<file path="config.mk">
export PLATFORM = sky130hd
export DESIGN_NAME = can_acf_engine
export DESIGN_NICKNAME = d
export VERILOG_FILES = /design/src/rtl/can_acf_pkg.sv /design/src/rtl/can_acf_ram.sv /design/src/rtl/can_acf_regs.sv /design/src/rtl/can_acf_match.sv /design/src/rtl/can_acf_engine.sv
export SDC_FILE = /design/constraint.sdc
export NUM_CORES = 2
export LEC_CHECK = 0
export ABC_AREA = 1
export BUFFER_PORTS_ARGS = -buffer_cell sky130_fd_sc_hd__clkbuf_2
export CORE_MARGIN = 2
export CORE_UTILIZATION = 31
export CTS_BUF_LIST = sky130_fd_sc_hd__clkbuf_4 sky130_fd_sc_hd__clkbuf_8
export DETAILED_ROUTE_END_ITERATION = 10
export SYNTH_ARGS = -nofsm -noshare
export SYNTH_HDL_FRONTEND = slang
export SYNTH_SLANG_ARGS = --single-unit
</file>
<file path="constraint.sdc">
create_clock -name clk_i -period 3.45 [get_ports clk_i]
set_clock_uncertainty 0.15 [all_clocks]
set_input_delay 0.1725 -clock clk_i [delete_from_list [all_inputs] [get_ports clk_i]]
set_output_delay 0.1725 -clock clk_i [all_outputs]
set_load 0.005 [all_outputs]
</file>
<file path="src/rtl/can_acf_pkg.sv">
package can_acf_pkg;

  localparam int STD_W    = 11;
  localparam int EXT_W    = 29;
  localparam int NUM_OFS  = 5;

  // offset register select codes
  localparam logic [2:0] OFS_STD  = 3'd0;
  localparam logic [2:0] OFS_SRNG = 3'd1;
  localparam logic [2:0] OFS_EXT  = 3'd2;
  localparam logic [2:0] OFS_ERNG = 3'd3;
  localparam logic [2:0] OFS_END  = 3'd4;

  localparam logic [1:0] MODE_OFF = 2'b00;

  typedef enum logic [2:0] {
    SEC_DBUF,
    SEC_STD,
    SEC_SRNG,
    SEC_EXT,
    SEC_ERNG,
    SEC_NONE
  } sect_e;

  typedef enum logic {
    ST_IDLE,
    ST_WALK
  } walk_state_e;

endpackage

</file>
<file path="src/rtl/can_acf_ram.sv">
module can_acf_ram #(
  parameter int WORDS  = 64,
  parameter int ADDR_W = 6
) (
  input  logic              clk_i,
  input  logic              we_i,
  input  logic [ADDR_W-1:0] waddr_i,
  input  logic [31:0]       wdata_i,
  input  logic [ADDR_W-1:0] raddr_i,
  output logic [31:0]       rdata_o
);

  logic [31:0] mem_q [WORDS];

  always_ff @(posedge clk_i) begin
    if (we_i) mem_q[waddr_i] <= wdata_i;
    rdata_o <= mem_q[raddr_i];
  end

endmodule

</file>
<file path="src/rtl/can_acf_regs.sv">
module can_acf_regs
  import can_acf_pkg::*;
#(
  parameter int OFS_W = 9
) (
  input  logic                            clk_i,
  input  logic                            rst_ni,
  input  logic                            we_i,
  input  logic [2:0]                      sel_i,
  input  logic [OFS_W-1:0]                wdata_i,
  output logic [NUM_OFS-1:0][OFS_W-1:0]   ofs_o
);

  for (genvar g = 0; g < NUM_OFS; g++) begin : g_ofs
    logic [OFS_W-1:0] q;
    always_ff @(posedge clk_i or negedge rst_ni) begin
      if (!rst_ni)                        q <= '0;
      else if (we_i && sel_i == 3'(g))    q <= wdata_i;
    end
    assign ofs_o[g] = q;
  end

endmodule

</file>
<file path="src/rtl/can_acf_match.sv">
module can_acf_match
  import can_acf_pkg::*;
(
  input  sect_e             sect_i,
  input  logic [31:0]       word_i,
  input  logic [EXT_W-1:0]  id_i,
  input  logic [EXT_W-1:0]  lo_bound_i,
  input  logic              second_i,
  output logic              hit_o,
  output logic              lo_half_o
);

  logic [STD_W-1:0] id_s, hi_h, lo_h;
  logic             hi_eq, lo_eq;

  assign id_s  = id_i[STD_W-1:0];
  assign hi_h  = word_i[16 +: STD_W];
  assign lo_h  = word_i[0 +: STD_W];
  assign hi_eq = (hi_h == id_s);
  assign lo_eq = (lo_h == id_s);

  always_comb begin
    hit_o     = 1'b0;
    lo_half_o = 1'b0;
    unique case (sect_i)
      SEC_DBUF, SEC_STD: begin
        hit_o     = hi_eq | lo_eq;
        lo_half_o = !hi_eq && lo_eq;  // upper half has priority
      end
      SEC_SRNG: hit_o = (id_s >= hi_h) && (id_s <= lo_h);
      SEC_EXT:  hit_o = (word_i[EXT_W-1:0] == id_i);
      SEC_ERNG: hit_o = second_i && (id_i >= lo_bound_i) && (id_i <= word_i[EXT_W-1:0]);
      default: ;
    endcase
  end

  logic unused_bits;
  assign unused_bits = ^{word_i[31:29], word_i[15:11]};

endmodule

</file>
<file path="src/rtl/can_acf_engine.sv">
module can_acf_engine
  import can_acf_pkg::*;
#(
  parameter  int RAM_WORDS = 64,
  localparam int ADDR_W    = $clog2(RAM_WORDS),
  localparam int OFS_W     = ADDR_W + 3,
  localparam int SLOT_W    = ADDR_W + 1,
  localparam int SADDR_W   = ADDR_W + 5
) (
  input  logic               clk_i,
  input  logic               rst_ni,
  input  logic [1:0]         mode_i,
  input  logic               id_valid_i,
  input  logic [EXT_W-1:0]   id_i,
  input  logic               ext_i,
  input  logic               ram_we_i,
  input  logic [ADDR_W-1:0]  ram_addr_i,
  input  logic [31:0]        ram_wdata_i,
  input  logic               ofs_we_i,
  input  logic [2:0]         ofs_sel_i,
  input  logic [OFS_W-1:0]   ofs_wdata_i,
  output logic               ready_o,
  output logic               done_o,
  output logic               accept_o,
  output logic               dbuf_hit_o,
  output logic [SLOT_W-1:0]  slot_o,
  output logic [SADDR_W-1:0] slot_addr_o
);

  localparam int PW = ADDR_W + 1;  // word pointer, reaches RAM_WORDS

  logic                         wr_ok;
  logic [NUM_OFS-1:0][OFS_W-1:0] ofs_all;
  logic [PW-1:0] w_std, w_srng, w_ext, w_erng, w_end;

  assign wr_ok = (mode_i == MODE_OFF);

  can_acf_regs #(.OFS_W(OFS_W)) u_regs (
    .clk_i   (clk_i),
    .rst_ni  (rst_ni),
    .we_i    (ofs_we_i && wr_ok),
    .sel_i   (ofs_sel_i),
    .wdata_i (ofs_wdata_i),
    .ofs_o   (ofs_all)
  );

  assign w_std  = ofs_all[OFS_STD][OFS_W-1:2];
  assign w_srng = ofs_all[OFS_SRNG][OFS_W-1:2];
  assign w_ext  = ofs_all[OFS_EXT][OFS_W-1:2];
  assign w_erng = ofs_all[OFS_ERNG][OFS_W-1:2];
  assign w_end  = ofs_all[OFS_END][OFS_W-1:2];

  walk_state_e      state_q;
  logic [PW-1:0]    ptr_q, last_q, rd_ptr;
  logic [PW-1:0]    st_start, st_stop, erel;
  logic [EXT_W-1:0] id_q, lo_q;
  logic [31:0]      rdata;
  sect_e            sect;
  logic             hit, lo_half, second;

  // launch window: extended frames walk only the extended sections
  assign st_start = ext_i ? w_ext : (mode_i[1] ? '0 : w_std);
  assign st_stop  = ext_i ? w_end : w_ext;
  assign rd_ptr   = (state_q == ST_IDLE) ? st_start : ptr_q + PW'(1);

  can_acf_ram #(.WORDS(RAM_WORDS), .ADDR_W(ADDR_W)) u_ram (
    .clk_i   (clk_i),
    .we_i    (ram_we_i && wr_ok),
    .waddr_i (ram_addr_i),
    .wdata_i (ram_wdata_i),
    .raddr_i (rd_ptr[ADDR_W-1:0]),
    .rdata_o (rdata)
  );

  always_comb begin
    if      (ptr_q < w_std)  sect = SEC_DBUF;
    else if (ptr_q < w_srng) sect = SEC_STD;
    else if (ptr_q < w_ext)  sect = SEC_SRNG;
    else if (ptr_q < w_erng) sect = SEC_EXT;
    else if (ptr_q < w_end)  sect = SEC_ERNG;
    else                     sect = SEC_NONE;
  end

  assign erel   = ptr_q - w_erng;
  assign second = erel[0];

  can_acf_match u_match (
    .sect_i     (sect),
    .word_i     (rdata),
    .id_i       (id_q),
    .lo_bound_i (lo_q),
    .second_i   (second),
    .hit_o      (hit),
    .lo_half_o  (lo_half)
  );

  logic [SLOT_W-1:0]  k_idx;
  logic [SADDR_W-1:0] k_addr;
  assign k_idx  = {ptr_q[ADDR_W-1:0], lo_half};
  assign k_addr = SADDR_W'(ofs_all[OFS_END])
                + (SADDR_W'(k_idx) << 3) + (SADDR_W'(k_idx) << 2);

  always_ff @(posedge clk_i or negedge rst_ni) begin
    if (!rst_ni) begin
      state_q     <= ST_IDLE;
      ptr_q       <= '0;
      last_q      <= '0;
      id_q        <= '0;
      lo_q        <= '0;
      done_o      <= 1'b0;
      accept_o    <= 1'b0;
      dbuf_hit_o  <= 1'b0;
      slot_o      <= '0;
      slot_addr_o <= '0;
    end else begin
      done_o <= 1'b0;
      unique case (state_q)
        ST_IDLE: begin
          if (id_valid_i) begin
            id_q <= ext_i ? id_i : EXT_W'(id_i[STD_W-1:0]);
            if (mode_i == MODE_OFF) begin
              done_o      <= 1'b1;
              accept_o    <= 1'b1;
              dbuf_hit_o  <= 1'b0;
              slot_o      <= '0;
              slot_addr_o <= '0;
            end else if (st_start >= st_stop) begin
              done_o      <= 1'b1;
              accept_o    <= 1'b0;
              dbuf_hit_o  <= 1'b0;
              slot_o      <= '0;
              slot_addr_o <= '0;
            end else begin
              state_q <= ST_WALK;
              ptr_q   <= st_start;
              last_q  <= st_stop - PW'(1);
            end
          end
        end
        ST_WALK: begin
          if (sect == SEC_ERNG && !second) lo_q <= rdata[EXT_W-1:0];
          if (hit) begin
            state_q     <= ST_IDLE;
            done_o      <= 1'b1;
            accept_o    <= 1'b1;
            dbuf_hit_o  <= (sect == SEC_DBUF);
            slot_o      <= (sect == SEC_DBUF) ? k_idx : '0;
            slot_addr_o <= (sect == SEC_DBUF) ? k_addr : '0;
          end else if (ptr_q == last_q) begin
            state_q     <= ST_IDLE;
            done_o      <= 1'b1;
            accept_o    <= 1'b0;
            dbuf_hit_o  <= 1'b0;
            slot_o      <= '0;
            slot_addr_o <= '0;
          end else begin
            ptr_q <= ptr_q + PW'(1);
          end
        end
        default: state_q <= ST_IDLE;
      endcase
    end
  end

  assign ready_o = (state_q == ST_IDLE);

  logic unused_ofs;
  assign unused_ofs = ^{ofs_all[OFS_STD][1:0], ofs_all[OFS_SRNG][1:0],
                        ofs_all[OFS_EXT][1:0], ofs_all[OFS_ERNG][1:0]};

endmodule

</file>
# ---- Yosys cells after proc, flatten, opt, wreduce, memory -nomap -nowiden
# Memory sizes are Yosys's and may differ from the RTL's. A register that Yosys moved wholly into a read port is not among the register bits.
# Index checks and enable logic that the tools add are counted.
dict set report op_classes {
  eq_ne 19
  shift 0
  div 0
  n_reduce_logical 23
  n_mul 0
  n_lt_le_gt_ge 10
  add_sub_neg 5
  mux 56
  bitwise_logic 4
}
# cell count
set ops {}
lappend ops {{$mux W7} 14}
lappend ops {{$mux W11} 6}
lappend ops {{$lt A7 B7 Y1} 5}
lappend ops {{$eq A29 B29 Y1} 1}
lappend ops {{$ge A29 B29 Y1} 1}
lappend ops {{$le A29 B29 Y1} 1}
lappend ops {{$mux W29} 1}
lappend ops {{$pmux W7 S2} 2}
lappend ops {{$eq A11 B11 Y1} 2}
lappend ops {{$mux W1} 22}
lappend ops {{$pmux W11 S2} 1}
lappend ops {{$eq A3 B2 Y1 const B} 4}
lappend ops {{$logic_and A1 B1 Y1} 12}
lappend ops {{$mux W3} 4}
lappend ops {{$add A11 B9 Y11} 1}
lappend ops {{$add A9 B10 Y11} 1}
lappend ops {{$ge A11 B11 Y1} 1}
lappend ops {{$le A11 B11 Y1} 1}
lappend ops {{$ne A2 B2 Y1 const B} 5}
lappend ops {{$pmux W1 S2} 4}
lappend ops {{$add A7 B1 Y7 const B} 1}
lappend ops {{$eq A7 B7 Y1} 1}
lappend ops {{$ge A7 B7 Y1} 1}
lappend ops {{$sub A7 B1 Y7 const B} 1}
lappend ops {{other kinds (16)} 24}
dict set report totals {
  latch_bits 0
  n_memories 1
  regBits 139
  inputBits 87
  ram_bits 2048
  rom_bits 0
}
# memory depth width rd rd_clocked_by_memory_dff write_ports line_no
set mem_list {}
lappend mem_list {u_ram.mem_q 64 32 1 1 1 can_acf_ram.sv:13} ;# logic [31:0] mem_q [WORDS];

# ---- Logic depth before layout (Yosys ltp)
dict set report depth {
  ltp_word 14
  depth_mapped 23
  mapped_depth_nobuf 23
}

# ---- By module
# A second synthesis with hierarchy kept.
dict set report hier_totals {
  cells_unflattened 8046
  hier_area_um2 92283.5
}
# module cells_per_inst seq_area_each_um2 area_each_um2 n_inst
set modules_own_cells {}
lappend modules_own_cells {can_acf_ram 6769 62139.6 82738.1 1}
lappend modules_own_cells {can_acf_engine 716 2352.3 5595.4 1}
lappend modules_own_cells {can_acf_match 357 0.0 2080.7 1}
lappend modules_own_cells {can_acf_regs 204 1126.1 1869.3 1}

# ---- Worst setup path after synthesis
# No wires, ideal clock.
dict set report synth_timing {
  kind {flip-flop to flip-flop}
  from {register ptr_q[2]}
  to {register slot_addr_o[9]}
  slack_ps -137
  period_less_slack_ps 3587
  setup_time_ps 67
  t_required_ps 3233
  arrival_time_ps 3371
  path_stages_with_launch 20
  path_buffers 0
  path_cell_list {dfrtp_1 > ha_1 > a21oi_1 > nand2_1 > nand2_1 > nand2_1 > nand2_1 > nand3_1 > fa_1 > inv_1 > ha_1 > fa_1 > a21oi_1 > o21ai_0 > nand2_1 > nand2_1 > a21oi_1 > xor2_1 > nand4_1 > nand2_1}
}
dict set report synth_between {
  elab_chain_len 14
}
# item line_no
set synth_rtl {}
lappend synth_rtl {{start, declared} can_acf_engine.sv:54} ;# logic [PW-1:0] ptr_q, last_q, rd_ptr;
lappend synth_rtl {{start signal, assigned} can_acf_engine.sv:135} ;# ptr_q <= st_start;
lappend synth_rtl {{start signal, assigned} can_acf_engine.sv:157} ;# ptr_q <= ptr_q + PW'(1);
lappend synth_rtl {{$lt A7 B7 Y1} can_acf_engine.sv:80} ;# else if (ptr_q < w_end) sect = SEC_ERNG;
lappend synth_rtl {{$mux W1} can_acf_engine.sv:80}
lappend synth_rtl {{$mux W3} can_acf_engine.sv:79} ;# else if (ptr_q < w_erng) sect = SEC_EXT;
lappend synth_rtl {{$mux W3} can_acf_engine.sv:78} ;# else if (ptr_q < w_ext) sect = SEC_SRNG;
lappend synth_rtl {{$mux W3} can_acf_engine.sv:77} ;# else if (ptr_q < w_srng) sect = SEC_STD;
lappend synth_rtl {{$mux W3} can_acf_engine.sv:76} ;# if (ptr_q < w_std) sect = SEC_DBUF;
lappend synth_rtl {{$eq A3 B1 Y1 / $logic_not A3 Y1 (equally long branches)} {can_acf_match.sv:25, can_acf_engine.sv:148}}
lappend synth_rtl {{$reduce_or A2 Y1} can_acf_match.sv:25} ;# unique case (sect_i)
lappend synth_rtl {{$mux W1} can_acf_match.sv:25}
lappend synth_rtl {{$add A9 B10 Y11} can_acf_engine.sv:101} ;# + (SADDR_W'(k_idx) << 3) + (SADDR_W'(k_idx) << 2);
lappend synth_rtl {{$add A11 B9 Y11} can_acf_engine.sv:101}
lappend synth_rtl {{$mux W11} can_acf_engine.sv:148} ;# slot_addr_o <= (sect == SEC_DBUF) ? k_addr : '0;
lappend synth_rtl {{$mux W11} can_acf_engine.sv:142} ;# if (hit) begin
lappend synth_rtl {{$pmux W11 S2} can_acf_engine.sv:117} ;# unique case (state_q)
lappend synth_rtl {{end signal, assigned} can_acf_engine.sv:148}
lappend synth_rtl {{end, declared} can_acf_engine.sv:27} ;# output logic [SADDR_W-1:0] slot_addr_o
# Several ways; a longest one is shown, not always the timed one.
# A chain may end at the register's enable or synchronous reset.

# ---- Worst setup path after layout
dict set report layout_timing {
  from {register id_q[8]}
  to {register slot_addr_o[9]}
}
dict set report layout_between {
  elab_chain_len 9
}
# item line_no
set layout_rtl {}
lappend layout_rtl {{start, declared} can_acf_engine.sv:56} ;# logic [EXT_W-1:0] id_q, lo_q;
lappend layout_rtl {{start signal, assigned} can_acf_engine.sv:120} ;# id_q <= ext_i ? id_i : EXT_W'(id_i[STD_W-1:0]);
lappend layout_rtl {{$eq A11 B11 Y1} can_acf_match.sv:19} ;# assign hi_eq = (hi_h == id_s);
lappend layout_rtl {{$logic_not A1 Y1} can_acf_match.sv:28} ;# lo_half_o = !hi_eq && lo_eq;
lappend layout_rtl {{$logic_and A1 B1 Y1} can_acf_match.sv:28}
lappend layout_rtl {{$mux W1} can_acf_match.sv:25}
lappend layout_rtl {{$add A9 B10 Y11} can_acf_engine.sv:101}
lappend layout_rtl {{$add A11 B9 Y11} can_acf_engine.sv:101}
lappend layout_rtl {{$mux W11} can_acf_engine.sv:148}
lappend layout_rtl {{$mux W11} can_acf_engine.sv:142}
lappend layout_rtl {{$pmux W11 S2} can_acf_engine.sv:117}
# Several ways; a longest one is shown, not always the timed one.

==> flow_metrics.py <==
metrics = {
    "status": {
        "status": "finished with violations",
        "violations": "negative setup slack",
    },
    "floorplan": {
        "die_h_um": 532.3,
        "rows": 193,
        "die-area_mm2": 0.2834,
        "io_pins": 109,
        "initial_core_util": 0.3124,
        "fp.dieW_um": 532.3,
        "coreArea_mm2": 0.2770,
    },
    "clock_network": {
        "clock_path_buffers": 4,
        "cts_buffers": 327,
        "clk_pin_slew_ps": 60,
        "cts.sinks": 2016,
        "clk_latency_ps": 960,
        "ctsRootBufferMaster": "clkbuf_8",
        "h-tree-depth": 5,
        "tritoncts": "yes",
    },
    "timing": {
        "fin_ws_ps": -21.67,
        "timing.final.crit_share": 1.006,
        "setup_viol": 1,
        "worst_pin_slew_ps": 1389,
        "rsz0062_at_grt": "yes",
        "max-slew-margin-rel": 0.07419,
        "max_freq_mhz": 288.0,
        "hold_violations": 0,
        "tns_ps": -21.67,
        "min_period_ps": 3472,
        "slew_violations": 0,
    },
    "critical_path": {
        "ff2ff_path_depth": 18,
        "critPathMaxStageDelay_ps": 480,
        "worst_path_max_delay_cell": "fa_1",
        "critPathBufInv": 2,
        "critPathRequiredTime_ps": 4200,
        "crit_fanout": 3,
        "critPathArrivalTime_ps": 4220,
        "crit_chain": "buf_4 -> ha_1 -> nand2_1 -> nor2_2 -> nand3_1 -> nand3_2 -> fa_1 -> inv_1 -> ha_2 -> fa_2 -> a21oi_2 -> o21ai_2 -> nand2_1 -> nand2_1 -> a21oi_2 -> xor2_1 -> nand4_1 -> nand2_1",
        "crit_family": "adder cells",
        "worst_setup_path_end_kind": "register",
        "crit_top_cell": "nand2_1",
        "cp.depth": 18,
        "worst-setup-path-type": "reg -> reg",
        "start_kind": "register",
    },
    "yosys": {
        "ys.flop_type": "edfxtp_1",
        "avgSynthCellArea_um2": 11.49,
        "synth.ff_latch_count": 2016,
        "syn-num-nets": 7745,
        "yosys-top-cells-count": "nand2_1, edfxtp_1, nand3_1",
        "yosys.area.top_type": "edfxtp_1",
        "synth_compound_area_frac": 0.06579,
        "synth.area.top_cells": "edfxtp_1, nand2_1, nand3_1",
        "synth.most_common_cell": "nand2_1",
        "synthArstFlopShare": 0.06498,
        "synth_xor_xnor_area_share": 0.002024,
        "yosys.cell_types.count": 42,
        "synthDominantCellAreaShare": 0.6441,
        "yosysSeqAreaShare": 0.6887,
        "synth_mux_area_frac": 0.0005205,
        "synthSimpleGateAreaFrac": 0.1569,
        "synth-adder-area-share": 0.01912,
        "synth_edf_count": 1856,
        "netlist_instances": 7530,
        "synth_area_mm2": 0.08653,
        "yosys_warnings": 0,
        "synth_top_family_by_area": "simple AND/OR/NAND/NOR gates",
    },
    "pwr": {
        "switchingPower_mw": 35.87,
        "clkPwrFrac": 0.233,
        "p_int_mw": 50.26,
        "seqPwrFrac": 0.326,
        "p_per_area_mw_per_mm2": 840.6,
        "p_sw_frac": 0.4164,
        "leakage_nw": 39.26,
        "p_comb_frac": 0.442,
        "ir_worst_vdd_mv": 0.5809,
    },
    "route": {
        "vias": 59253,
        "via_per_inst": 4.928,
        "wirelength_um": 252800,
        "drc_errors": 0,
        "drt_iter0_markers": 6697,
        "ant_nets": 0,
        "first_pass_iters": 6,
        "routedWlPerCell_um": 21.03,
    },
    "global_route": {
        "grt_pass1_vias": 56792,
        "antenna_found_initial": 17,
        "grt_start_max_net_pins": 110,
        "globalRouteTotalUtil": 0.1740,
        "gr-total-overflow": 0,
        "grt_pass1_wl_um": 372600,
    },
    "placed_design": {
        "dpl.hpwl_um": 148300,
        "port_buffers": 105,
        "dp_slack_ps": -272.5,
        "place.gp.congestion": 0.8494,
        "place_inst": 11284,
    },
    "layout": {
        "utilization": 0.3699,
        "layout.cells.non_filler": 12023,
        "fillers": 26637,
        "final_nets": 8289,
        "drive_gt1_frac": 0.1345,
        "area_growth_pct": 18.41,
    },
    "hold_path": {
        "hold_depth": 1,
        "hold_path_class": "in -> reg",
    },
    "flow_run": {
        "drv_cap": 0,
    },
}
-- area by class of cell --
class                      count  area, um^2  area share
multi-input combinational   4194       21870      0.2135
tap                         3705        4636     0.04524
timing repair buffer         651        6828     0.06664
clock buffer                 456        5557     0.05423
antenna                        7       17.52   0.0001710
inverter                     884        3343     0.03263
sequential                  2016       59600      0.5817
clock inverter               110       611.8    0.005971
-- routing by layer --
metal / GRT usage / part of all wire / vias up
met4: 0.05700 / 0.029 / 6
met2: 0.2623 / 0.44 / 2607
li1: - / - / 27327
met1: 0.2514 / 0.44 / 28862
met3: 0.03199 / 0.093 / 451
met5: 0 / 0.00015 / -
-- path summary, 6_finish.rpt --
check,from,end,slack (ps)
max,id_q[8],slot_addr_o[9],-20
min,ram_wdata_i[5],u_ram.mem_q[20][5],70
max reg2reg,id_q[8],slot_addr_o[9],-20
min reg2reg,u_ram.rdata_o[7],lo_q[7],290
max in group asynchronous,rst_ni,id_q[3],2530
min in group asynchronous,rst_ni,u_regs.g_ofs[0].q[8],170
-- cells by family (layout without fill, tap and decap cells) --
group | Yosys count | count (layout)
adders and majority gates | 128 | 128
DFF | 2016 | 2016
and+or+nand+nor | 3232 | 3232
other | 0 | 7
muxes | 4 | 4
AOI/OAI and AO/OA | 810 | 810
xor gates and xnor gates | 20 | 20
buffers and inverters | 1320 | 2101
-- sequential cells by signal (all words and copies together) (netlist names) --
register / cells
id_q: 29
lo_q: 29
ptr_q: 7
state_q: 1
u_ram.mem_q: 1856
last_q: 7
slot_addr_o: 11
slot_o: 7
done_o: 1
dbuf_hit_o: 1
u_ram.rdata_o: 29
accept_o: 1
u_regs.g_ofs.q: 37
-- stage by stage --
step           area, um^2  hold WS, ps  power (mW)
6_report           102500        73.24       86.13
5_1_grt            102400        61.54       90.97
4_1_cts            102400        15.68       86.18
3_5_place_dp        94440        123.2       65.67
3_3_place_gp        94440        117.6       65.26
2_1_floorplan       86570       -273.1       50.96
-- repair_timing --
item / in CTS / in global routing
hold buffers: 158 / 0
endpoints found under the setup margin: 5 / 53
hold endpoints to repair: 2398 / 0
setup buffers: 5 / 3
pin swaps: 12 / 10
resized for setup: 14 / 16
-- power by group through the flow --
stage	Clock (mW)	Combinational, mW	Sequential (mW)
after detailed placement	0	37.2	28.5
after CTS	20.5	37.7	28.0
after floorplan	0	22.6	28.3
after global placement	0	36.8	28.5
after global routing	21.5	41.4	28.1
final	20.1	38.0	28.0
-- layout by cell type (no fill, tap or decap), drive strengths merged --
cell / n
dlygate4sd3: 157
nor4: 2
nand2: 2084
nor3b: 1
clkinvlp: 9
edfxtp: 1856
xor2: 13
o21ai: 117
or2: 1
a21oi: 42
clkbuf: 560
a21boi: 1
nor3: 3
fa: 7
o22ai: 6
dfxtp: 29
nor2: 116
xnor2: 7
nand3: 959
buf: 390
nand4: 34
o21bai: 2
inv: 891
clkinv: 92
nand3b: 32
mux2: 4
o211ai: 638
dfrtp: 131
bufinv: 2
ha: 121
a21o: 4
diode: 7
Note: power is estimated with default switching activity, not from simulation.
